**src/rtl/flash_seq_pkg.sv**
```systemverilog
package flash_seq_pkg;
  typedef enum logic [1:0] {
    OP_NONE  = 2'b00,
    OP_READ  = 2'b01,
    OP_PROG  = 2'b10,
    OP_ERASE = 2'b11
  } op_e;

  typedef enum logic [1:0] {
    RES_NONE = 2'b00,
    RES_PASS = 2'b01,
    RES_FAIL = 2'b10,
    RES_REJ  = 2'b11
  } res_e;

  typedef enum logic [2:0] {
    S_IDLE,
    S_CHECK,
    S_SENSE,
    S_PULSE,
    S_VERIFY
  } seq_state_e;
endpackage

```
**src/rtl/fseq_cmd_fifo.sv**
```systemverilog
module fseq_cmd_fifo #(
  parameter int DEPTH = 4,
  parameter int W     = 2
) (
  input  logic         clk,
  input  logic         rst,
  input  logic         push,
  input  logic [W-1:0] din,
  input  logic         pop,
  output logic [W-1:0] dout,
  output logic         full,
  output logic         empty
);
  localparam int AW = (DEPTH > 1) ? $clog2(DEPTH) : 1;
  localparam int CW = $clog2(DEPTH + 1);

  logic [W-1:0]  mem [DEPTH];
  logic [AW-1:0] wp, rp;
  logic [CW-1:0] cnt;
  logic          do_push, do_pop;

  assign full    = (cnt == CW'(DEPTH));
  assign empty   = (cnt == '0);
  assign do_push = push && !full;
  assign do_pop  = pop && !empty;
  assign dout    = mem[rp];

  always_ff @(posedge clk) begin
    if (do_push) mem[wp] <= din;
  end

  always_ff @(posedge clk) begin
    if (rst) begin
      wp  <= '0;
      rp  <= '0;
      cnt <= '0;
    end else begin
      if (do_push) wp <= (wp == AW'(DEPTH - 1)) ? '0 : wp + 1'b1;
      if (do_pop)  rp <= (rp == AW'(DEPTH - 1)) ? '0 : rp + 1'b1;
      if (do_push && !do_pop)      cnt <= cnt + 1'b1;
      else if (do_pop && !do_push) cnt <= cnt - 1'b1;
    end
  end
endmodule

```
**src/rtl/fseq_blk_status.sv**
```systemverilog
module fseq_blk_status (
  input  logic clk,
  input  logic rst,
  input  logic sw_we,
  input  logic sw_inh,
  input  logic set_fail,
  input  logic set_inh,
  output logic failed,
  output logic inhibit
);
  always_ff @(posedge clk) begin
    if (rst) begin
      failed  <= 1'b0;
      inhibit <= 1'b0;
    end else begin
      if (set_fail) failed <= 1'b1;
      if (sw_we)    inhibit <= sw_inh;
      if (set_inh)  inhibit <= 1'b1;
    end
  end
endmodule

```
**src/rtl/fseq_pv_budget.sv**
```systemverilog
module fseq_pv_budget #(
  parameter int LW        = 8,
  parameter int DEF_LOOPS = 16,
  parameter int PULSE_CYC = 4
) (
  input  logic          clk,
  input  logic          rst,
  input  logic          load,
  input  logic [LW-1:0] limit,
  input  logic          step,
  input  logic          pulse_act,
  output logic          last_loop,
  output logic          pulse_last
);
  localparam int PW = (PULSE_CYC > 1) ? $clog2(PULSE_CYC) : 1;

  logic [LW-1:0] loops, budget_m1;
  logic [PW-1:0] ptmr;

  always_ff @(posedge clk) begin
    if (rst) begin
      loops     <= '0;
      budget_m1 <= LW'(DEF_LOOPS - 1);
      ptmr      <= '0;
    end else begin
      if (load) begin
        loops     <= '0;
        budget_m1 <= (limit == '0) ? LW'(DEF_LOOPS - 1) : limit - 1'b1;
      end else if (step) begin
        loops <= loops + 1'b1;
      end
      ptmr <= pulse_act ? ptmr + 1'b1 : '0;
    end
  end

  assign last_loop  = (loops == budget_m1);
  assign pulse_last = pulse_act && (ptmr == PW'(PULSE_CYC - 1));
endmodule

```
**src/rtl/flash_blk_seq.sv**
```systemverilog
module flash_blk_seq
  import flash_seq_pkg::*;
#(
  parameter int DW           = 8,
  parameter int LW           = 8,
  parameter int QDEPTH       = 4,
  parameter int PULSE_CYC    = 4,
  parameter int DEF_LOOPS    = 16,
  parameter bit LOCK_ON_PROG = 1'b1
) (
  input  logic          clk,
  input  logic          rst,
  input  logic          cmd_valid,
  input  logic [1:0]    cmd_op,
  output logic          cmd_ready,
  input  logic          stat_we,
  input  logic          stat_wr_inh,
  output logic [1:0]    stat_q,
  input  logic [LW-1:0] loop_limit,
  output logic          pump_en,
  output logic          hv_pulse,
  output logic          hv_erase,
  output logic          verify_req,
  input  logic          verify_done,
  input  logic          verify_pass,
  output logic          sense_en,
  input  logic          sense_done,
  input  logic [DW-1:0] sense_data,
  output logic [DW-1:0] rd_data,
  output logic          done,
  output logic [1:0]    done_op,
  output logic [1:0]    done_code,
  output logic          busy
);
  seq_state_e st;
  op_e        op_q;
  logic [1:0] q_dout;
  logic       q_full, q_empty, q_pop;
  logic       blk_failed, blk_inh;
  logic       last_loop, pulse_last;
  logic       v_fail_step, v_ok, set_fail, set_inh;
  logic       refuse;

  fseq_cmd_fifo #(.DEPTH(QDEPTH), .W(2)) queue_i (
    .clk(clk), .rst(rst), .push(cmd_valid), .din(cmd_op), .pop(q_pop),
    .dout(q_dout), .full(q_full), .empty(q_empty)
  );

  fseq_blk_status status_i (
    .clk(clk), .rst(rst), .sw_we(stat_we), .sw_inh(stat_wr_inh),
    .set_fail(set_fail), .set_inh(set_inh),
    .failed(blk_failed), .inhibit(blk_inh)
  );

  fseq_pv_budget #(.LW(LW), .DEF_LOOPS(DEF_LOOPS), .PULSE_CYC(PULSE_CYC)) budget_i (
    .clk(clk), .rst(rst), .load(st == S_CHECK), .limit(loop_limit),
    .step(v_fail_step), .pulse_act(st == S_PULSE),
    .last_loop(last_loop), .pulse_last(pulse_last)
  );

  always_comb begin
    q_pop       = (st == S_IDLE) && !q_empty;
    v_ok        = (st == S_VERIFY) && verify_done && verify_pass;
    v_fail_step = (st == S_VERIFY) && verify_done && !verify_pass;
    set_fail    = v_fail_step && last_loop;
    set_inh     = LOCK_ON_PROG && v_ok && (op_q == OP_PROG);
    refuse      = blk_failed || (op_q == OP_NONE) || (blk_inh && (op_q != OP_READ));
  end

  always_ff @(posedge clk) begin
    if (rst) begin
      st        <= S_IDLE;
      op_q      <= OP_NONE;
      done      <= 1'b0;
      done_op   <= 2'b00;
      done_code <= RES_NONE;
      rd_data   <= '0;
    end else begin
      done <= 1'b0;
      unique case (st)
        S_IDLE: begin
          if (!q_empty) begin
            op_q <= op_e'(q_dout);
            st   <= S_CHECK;
          end
        end
        S_CHECK: begin
          if (refuse) begin
            done      <= 1'b1;
            done_op   <= op_q;
            done_code <= RES_REJ;
            st        <= S_IDLE;
          end else if (op_q == OP_READ) begin
            st <= S_SENSE;
          end else begin
            st <= S_PULSE;
          end
        end
        S_SENSE: begin
          if (sense_done) begin
            rd_data   <= sense_data;
            done      <= 1'b1;
            done_op   <= op_q;
            done_code <= RES_PASS;
            st        <= S_IDLE;
          end
        end
        S_PULSE: begin
          if (pulse_last) st <= S_VERIFY;
        end
        S_VERIFY: begin
          if (verify_done) begin
            if (verify_pass || last_loop) begin
              done      <= 1'b1;
              done_op   <= op_q;
              done_code <= verify_pass ? RES_PASS : RES_FAIL;
              st        <= S_IDLE;
            end else begin
              st <= S_PULSE;
            end
          end
        end
        default: st <= S_IDLE;
      endcase
    end
  end

  assign cmd_ready  = !q_full;
  assign stat_q     = {blk_inh, blk_failed};
  assign pump_en    = (st == S_PULSE) || (st == S_VERIFY);
  assign hv_pulse   = (st == S_PULSE);
  assign hv_erase   = pump_en && (op_q == OP_ERASE);
  assign verify_req = (st == S_VERIFY);
  assign sense_en   = (st == S_SENSE);
  assign busy       = (st != S_IDLE);
endmodule

```
**config.mk**
```make
export PLATFORM = sky130hd
export DESIGN_NAME = flash_blk_seq
export DESIGN_NICKNAME = d
export VERILOG_FILES = /design/src/rtl/flash_seq_pkg.sv /design/src/rtl/fseq_cmd_fifo.sv /design/src/rtl/fseq_blk_status.sv /design/src/rtl/fseq_pv_budget.sv /design/src/rtl/flash_blk_seq.sv
export SDC_FILE = /design/constraint.sdc
export NUM_CORES = 1
export LEC_CHECK = 0
export ABC_AREA = 1
export BUFFER_PORTS_ARGS = -buffer_cell sky130_fd_sc_hd__buf_2
export CORE_MARGIN = 2
export CORE_UTILIZATION = 30
export DETAILED_ROUTE_END_ITERATION = 7
export HOLD_SLACK_MARGIN = 0.03
export PLACE_DENSITY_LB_ADDON = 0.05
export SLEW_MARGIN = 40
export SYNTH_ARGS = -nofsm -noshare
export SYNTH_HDL_FRONTEND = slang
export SYNTH_SLANG_ARGS = --single-unit
```
**constraint.sdc**
```tcl
create_clock -name clk -period 3.7 [get_ports clk]
set_input_delay 0.555 -clock clk [delete_from_list [all_inputs] [get_ports clk]]
set_output_delay 0.555 -clock clk [all_outputs]
set_load 0.03 [all_outputs]
```
* Word-level counts from Yosys, hierarchy flattened
Memory sizes are Yosys's and may differ from the RTL's. A register that Yosys moved wholly into a read port is not among the register bits.
Cells that the tools add are included.
** Storage, ports and cells
- Register bits after elaboration :: 43
- Memory bits (writable) :: 8
- Input bits :: 26
- Output and inout port bits :: 22
- Word-level logic and storage cells :: 111
- Memories :: 1
** Memory list
- queue_i.mem :: words 4, bits a word 2, read ports 1, clocked after Yosys merged registers in 1, wr ports 1, line fseq_cmd_fifo.sv:17 : logic [W-1:0] mem [DEPTH];
** Operators by class
- Add/subtract/negate cells :: 7
- Equality and inequality tests :: 19
- Multiplexer cells :: 33
- Bitwise gates (word level) :: 2
- Reductions and logical operators :: 36
** Operators with widths (count)
- $mux W2 :: 13
- $mux W3 :: 6
- $pmux W3 S5 :: 1
- $logic_and A1 B1 Y1 :: 13
- $pmux W2 S3 :: 2
- $eq A2 B2 Y1 const B :: 5
- $mux W1 :: 9
- $add A8 B1 Y8 const B :: 1
- $eq A8 B8 Y1 :: 1
- $logic_not A8 Y1 :: 1
- $mux W8 :: 1
- $ne A2 B1 Y1 const B :: 4
- $sub A8 B1 Y8 const B :: 1
- $add A2 B1 Y2 const B :: 3
- $eq A3 B2 Y1 const B :: 2
- $eq A3 B3 Y1 const B :: 2
- $logic_not A3 Y1 :: 2
- $ne A2 B2 Y1 const B :: 3
- $reduce_bool A3 Y1 :: 2
- $logic_not A1 Y1 :: 5
- $reduce_and A5 Y1 :: 1
- $logic_or A1 B1 Y1 :: 4
- $reduce_and A2 Y1 :: 2
- $reduce_and A4 Y1 :: 1
- 9 further kinds :: 12

* Logic depth before layout (Yosys ltp)
- Depth after elaboration :: 7
- Mapped depth :: 12
- Mapped depth without buffers :: 12

* Modules after synthesis
A second synthesis with hierarchy kept.
** Second synthesis, totals
- Cells, all modules :: 365
- Area total of the unflattened synthesis :: 2730.1 um2
** Modules (own cells, without submodules)
- fseq_pv_budget :: times used 1, cells an instance 131, area each 930.9 um2, sequential area each 360.3 um2
- flash_blk_seq :: times used 1, cells an instance 132, area each 914.6 um2, sequential area each 360.3 um2
- fseq_cmd_fifo :: times used 1, cells an instance 91, area each 810.8 um2, sequential area each 420.4 um2
- fseq_blk_status :: times used 1, cells an instance 11, area each 73.8 um2, sequential area each 40.0 um2

* Worst setup path before layout
OpenSTA, ideal clock, no wires.
- Path type :: reg2out
- Start point :: reg st[2]
- End point :: out hv_erase
- Arrival time :: 1.546 ns
- Data required time :: 3.145 ns
- Slack :: 1.599 ns
- Stages on the path, launching flop included :: 8
- Buffers on the path :: 0
- Cell sequence :: dfxtp_1 > inv_1 > nand2_1 > nor2_4 > inv_2 > nand2_1 > nand2_1 > nor2_1
** Between the ends
- Cells in the longest elaborated chain, start to end :: 3
- Elaborated cells between the ends (all ways) :: 4
- Those cells by class :: 2 x eq/ne; 2 x reduce/logical
** Ends and longest elaborated chain
- start, declared :: line flash_blk_seq.sv:35 : seq_state_e st;
- start signal, assigned :: line flash_blk_seq.sv:72 : st <= S_IDLE;
- start signal, assigned :: line flash_blk_seq.sv:84 : st <= S_CHECK;
- start signal, assigned :: line flash_blk_seq.sv:92 : st <= S_IDLE;
- $eq A3 B2 Y1
- named net hv_pulse :: line flash_blk_seq.sv:21 : output logic hv_pulse,
- $logic_or A1 B1 Y1 :: line flash_blk_seq.sv:130 : assign pump_en = (st == S_PULSE) || (st == S_VERIFY);
- named net pump_en :: line flash_blk_seq.sv:20 : output logic pump_en,
- $logic_and A1 B1 Y1 :: line flash_blk_seq.sv:132 : assign hv_erase = pump_en && (op_q == OP_ERASE);
- end, declared :: line flash_blk_seq.sv:22 : output logic hv_erase,
The timed path passes the listed nets, and every way through them passes these cells.

* Worst setup path in the final report
- Start point :: reg st[2]
- End point :: out hv_erase
** Between the ends
- Cells in the longest elaborated chain, start to end :: 3
- Elaborated cells between the ends (all ways) :: 4
- Those cells by class :: 2 x eq/ne; 2 x reduce/logical
** Ends and longest elaborated chain (line)
- $eq A3 B2 Y1 / $eq A3 B3 Y1 (equally long branches) :: flash_blk_seq.sv:130
- $logic_or A1 B1 Y1 * :: flash_blk_seq.sv:130
- $logic_and A1 B1 Y1 * :: flash_blk_seq.sv:132
Every way passes the cells marked *; elsewhere a longest branch is shown, timed or not.

==> impl_metrics.toml <==
[clocking]
root_buffer = "clkbuf_8"
tritoncts = "done"
cts_buffers = 5
postCtsResizedCells = 0
hold_buffers = 0
clk_path_buf_depth = 2
cts_sinks = 53
insertion_delay_ns = 0.31
clk_pin_slew_ns = 0.10
htree_levels = 2
post-cts-setup-buffers = 0

[floorplan]
initial_core_util = 0.311
die_h_um = 96.8
ioPinCount = 48
die-area_sq_um = 9370
rows = 33
core_sq_um = 8300
dieWidth_um = 96.8

[timing]
final_hold_viol_count = 0
min_period_ns = 2.07
setup_viol = 0
layout_setup_ws_ns = 1.63
timing.fmax_mhz = 484
rsz0062_at_grt = "no"
slew_violations = 0
fin_setup_tns_ns = 0
tightest_slew_ns = 0.615
period_share = 0.558
skew_ns = 0.00779
maxSlewHeadroom = 0.590

[power]
p_int_uw = 1030
switchingPower_uw = 680
total_power_uw = 1710
p_leak_uw = 0.00140
p_clk_frac = 0.193
powerDensity_nw_per_um2 = 568
swShare = 0.398
power_frac_seq = 0.440
peakVddDrop_v = 0.000181
p_comb_frac = 0.367

[yosys]
synthCells = 341
syn-num-nets = 377
synth-seq-cells = 53
yosysWarnings = 0
syn_avg_cell_area_sq_um = 7.58
synth_area_sq_um = 2580
yosys.cell_types.count = 33
synth_seq_area_share = 0.442

[route]
wl_met3_um = 193
met2WireLength_um = 2700
drt_wl_total_um = 5610
drt_first_pass_iters = 4
route.vias.total = 2207
dr.max_layer_used = "met4"
drt-met1-wl_um = 2650
antenna_left = 0
drc = 0
via_per_inst = 4.46
first_iter_violations = 59
wl_per_cell_um = 11.3

[cells_and_area]
nNetsFinal = 425
final_cell_mix = "58 x nand2_1, 57 x nor2_1, 47 x buf_2"
drive_gt1_frac = 0.192
final_common_cell = "nand2_1"
num-fill-cells = 917
regArea_sq_um = 1140
final_util = 0.362
antenna_cells = 0
multiInputGateArea_sq_um = 1210
area_delta_synth_final_pct = 16.4
final_area_sq_um = 3010

[placed_design]
place_congestion = 0.789
io_buffers = 47
dpl_cell_area_sq_um = 2920
place_hpwl_um = 4430
dp_slack_ns = 1.42

[hold_path]
hp-class = "register to register"

[critical_path]
critPathRequiredTime_ns = 3.14
cp-start-kind = "register"
crit_type = "register to output port"
arrival_ns = 1.51
path_max_fanout = 4
end_kind = "output port"

[grt]
grt_pass1_vias = 2123
grtUsageTotal = 0.125
grt_overflow_total = 0
grt_pass1_wl_um = 9730
grt_max_degree = 23
antenna_found_initial = 0

[outcome]
status = "finished clean"

[flow_run]
maxCapViolations = 0
final timing paths:
kind | end | slack [ns] | cells after the start | from
max reg2reg | queue_i.cnt[2]$_SDFFE_PP0P_ | 1.64 | 12 | st[1]$_SDFFE_PP0P_
min | budget_i.ptmr[0]$_SDFF_PP0_ | 0.43 | 1 | budget_i.ptmr[0]$_SDFF_PP0_
max | hv_erase | 1.63 | 8 | st[2]$_SDFFE_PP0P_
min reg2reg | budget_i.ptmr[0]$_SDFF_PP0_ | 0.43 | 1 | budget_i.ptmr[0]$_SDFF_PP0_
per-stage QoR:
step,cells,hold slack (ns)
floorplan,341,0.404
global placement,487,0.414
detailed placement,487,0.424
CTS,495,0.437
global route,495,0.451
finish,495,0.433
synth_stat cells, drive strengths merged:
library cell | instances | share of area
o22ai | 4 | 0.0097
a21oi | 20 | 0.040
nand4 | 9 | 0.024
o22a | 1 | 0.0034
fa | 1 | 0.0077
dfxtp | 45 | 0.35
inv | 53 | 0.077
edfxtp | 8 | 0.093
nor3 | 6 | 0.016
o21ai | 27 | 0.052
ha | 9 | 0.044
and3 | 1 | 0.0024
a31oi | 4 | 0.0097
or2 | 2 | 0.0048
xor2 | 5 | 0.017
nand3 | 7 | 0.014
a22oi | 1 | 0.0029
nand2 | 63 | 0.098
clkbuf | 3 | 0.0044
buf | 3 | 0.0087
a211oi | 2 | 0.0058
nor2 | 63 | 0.10
xnor2 | 4 | 0.014
sequential cells by signal (all words and copies together), names as in the netlist, 3 cells and up:
signal,count
queue_i.cnt,3
queue_i.mem,8
budget_i.budget_m1,8
st,3
budget_i.loops,8
rd_data,8
cell type report:
| class | count | share of cell area |
|---|---|---|
| inverters | 53 | 0.0662 |
| flip-flops and latches | 53 | 0.380 |
| clock inverters | 3 | 0.00707 |
| repair buffers | 47 | 0.0782 |
| well taps | 105 | 0.0437 |
| clock buffers | 5 | 0.0229 |
| multi-input cells | 229 | 0.402 |
kinds of logic after synthesis:
| group | after synthesis | share of synthesized area |
|---|---|---|
| XOR/XNOR | 9 | 0.0305 |
| flip-flops | 53 | 0.442 |
| buffers and inverters | 59 | 0.0901 |
| AO/OA/AOI/OAI | 59 | 0.124 |
| AND/OR/NAND/NOR | 151 | 0.262 |
| adder cells (fa/ha/maj) | 10 | 0.0513 |
worst max-delay path, cell delays in order (launching register included):
cell,delay (ns)
dfxtp_1,0.35
inv_1,0.11
nand2_1,0.12
nor2_4,0.15
inv_2,0.07
nand2_1,0.07
nand2_1,0.05
nor2_1,0.09
buf_2,0.20
metal layers:
layer  track usage  vias up
li1              -     1189
met1         0.159      978
met2         0.214       33
met3        0.0275        7
met4        0.0325        0
met5             0        -
power by group through the flow:
stage	clock network (uW)	registers [uW]	logic, uW
2_1_floorplan	0	807	434
3_3_place_gp	0	769	631
3_5_place_dp	0	768	636
4_1_cts	348	755	636
5_1_grt	374	768	720
6_report	329	751	627
(Power assumes the default switching activity.)
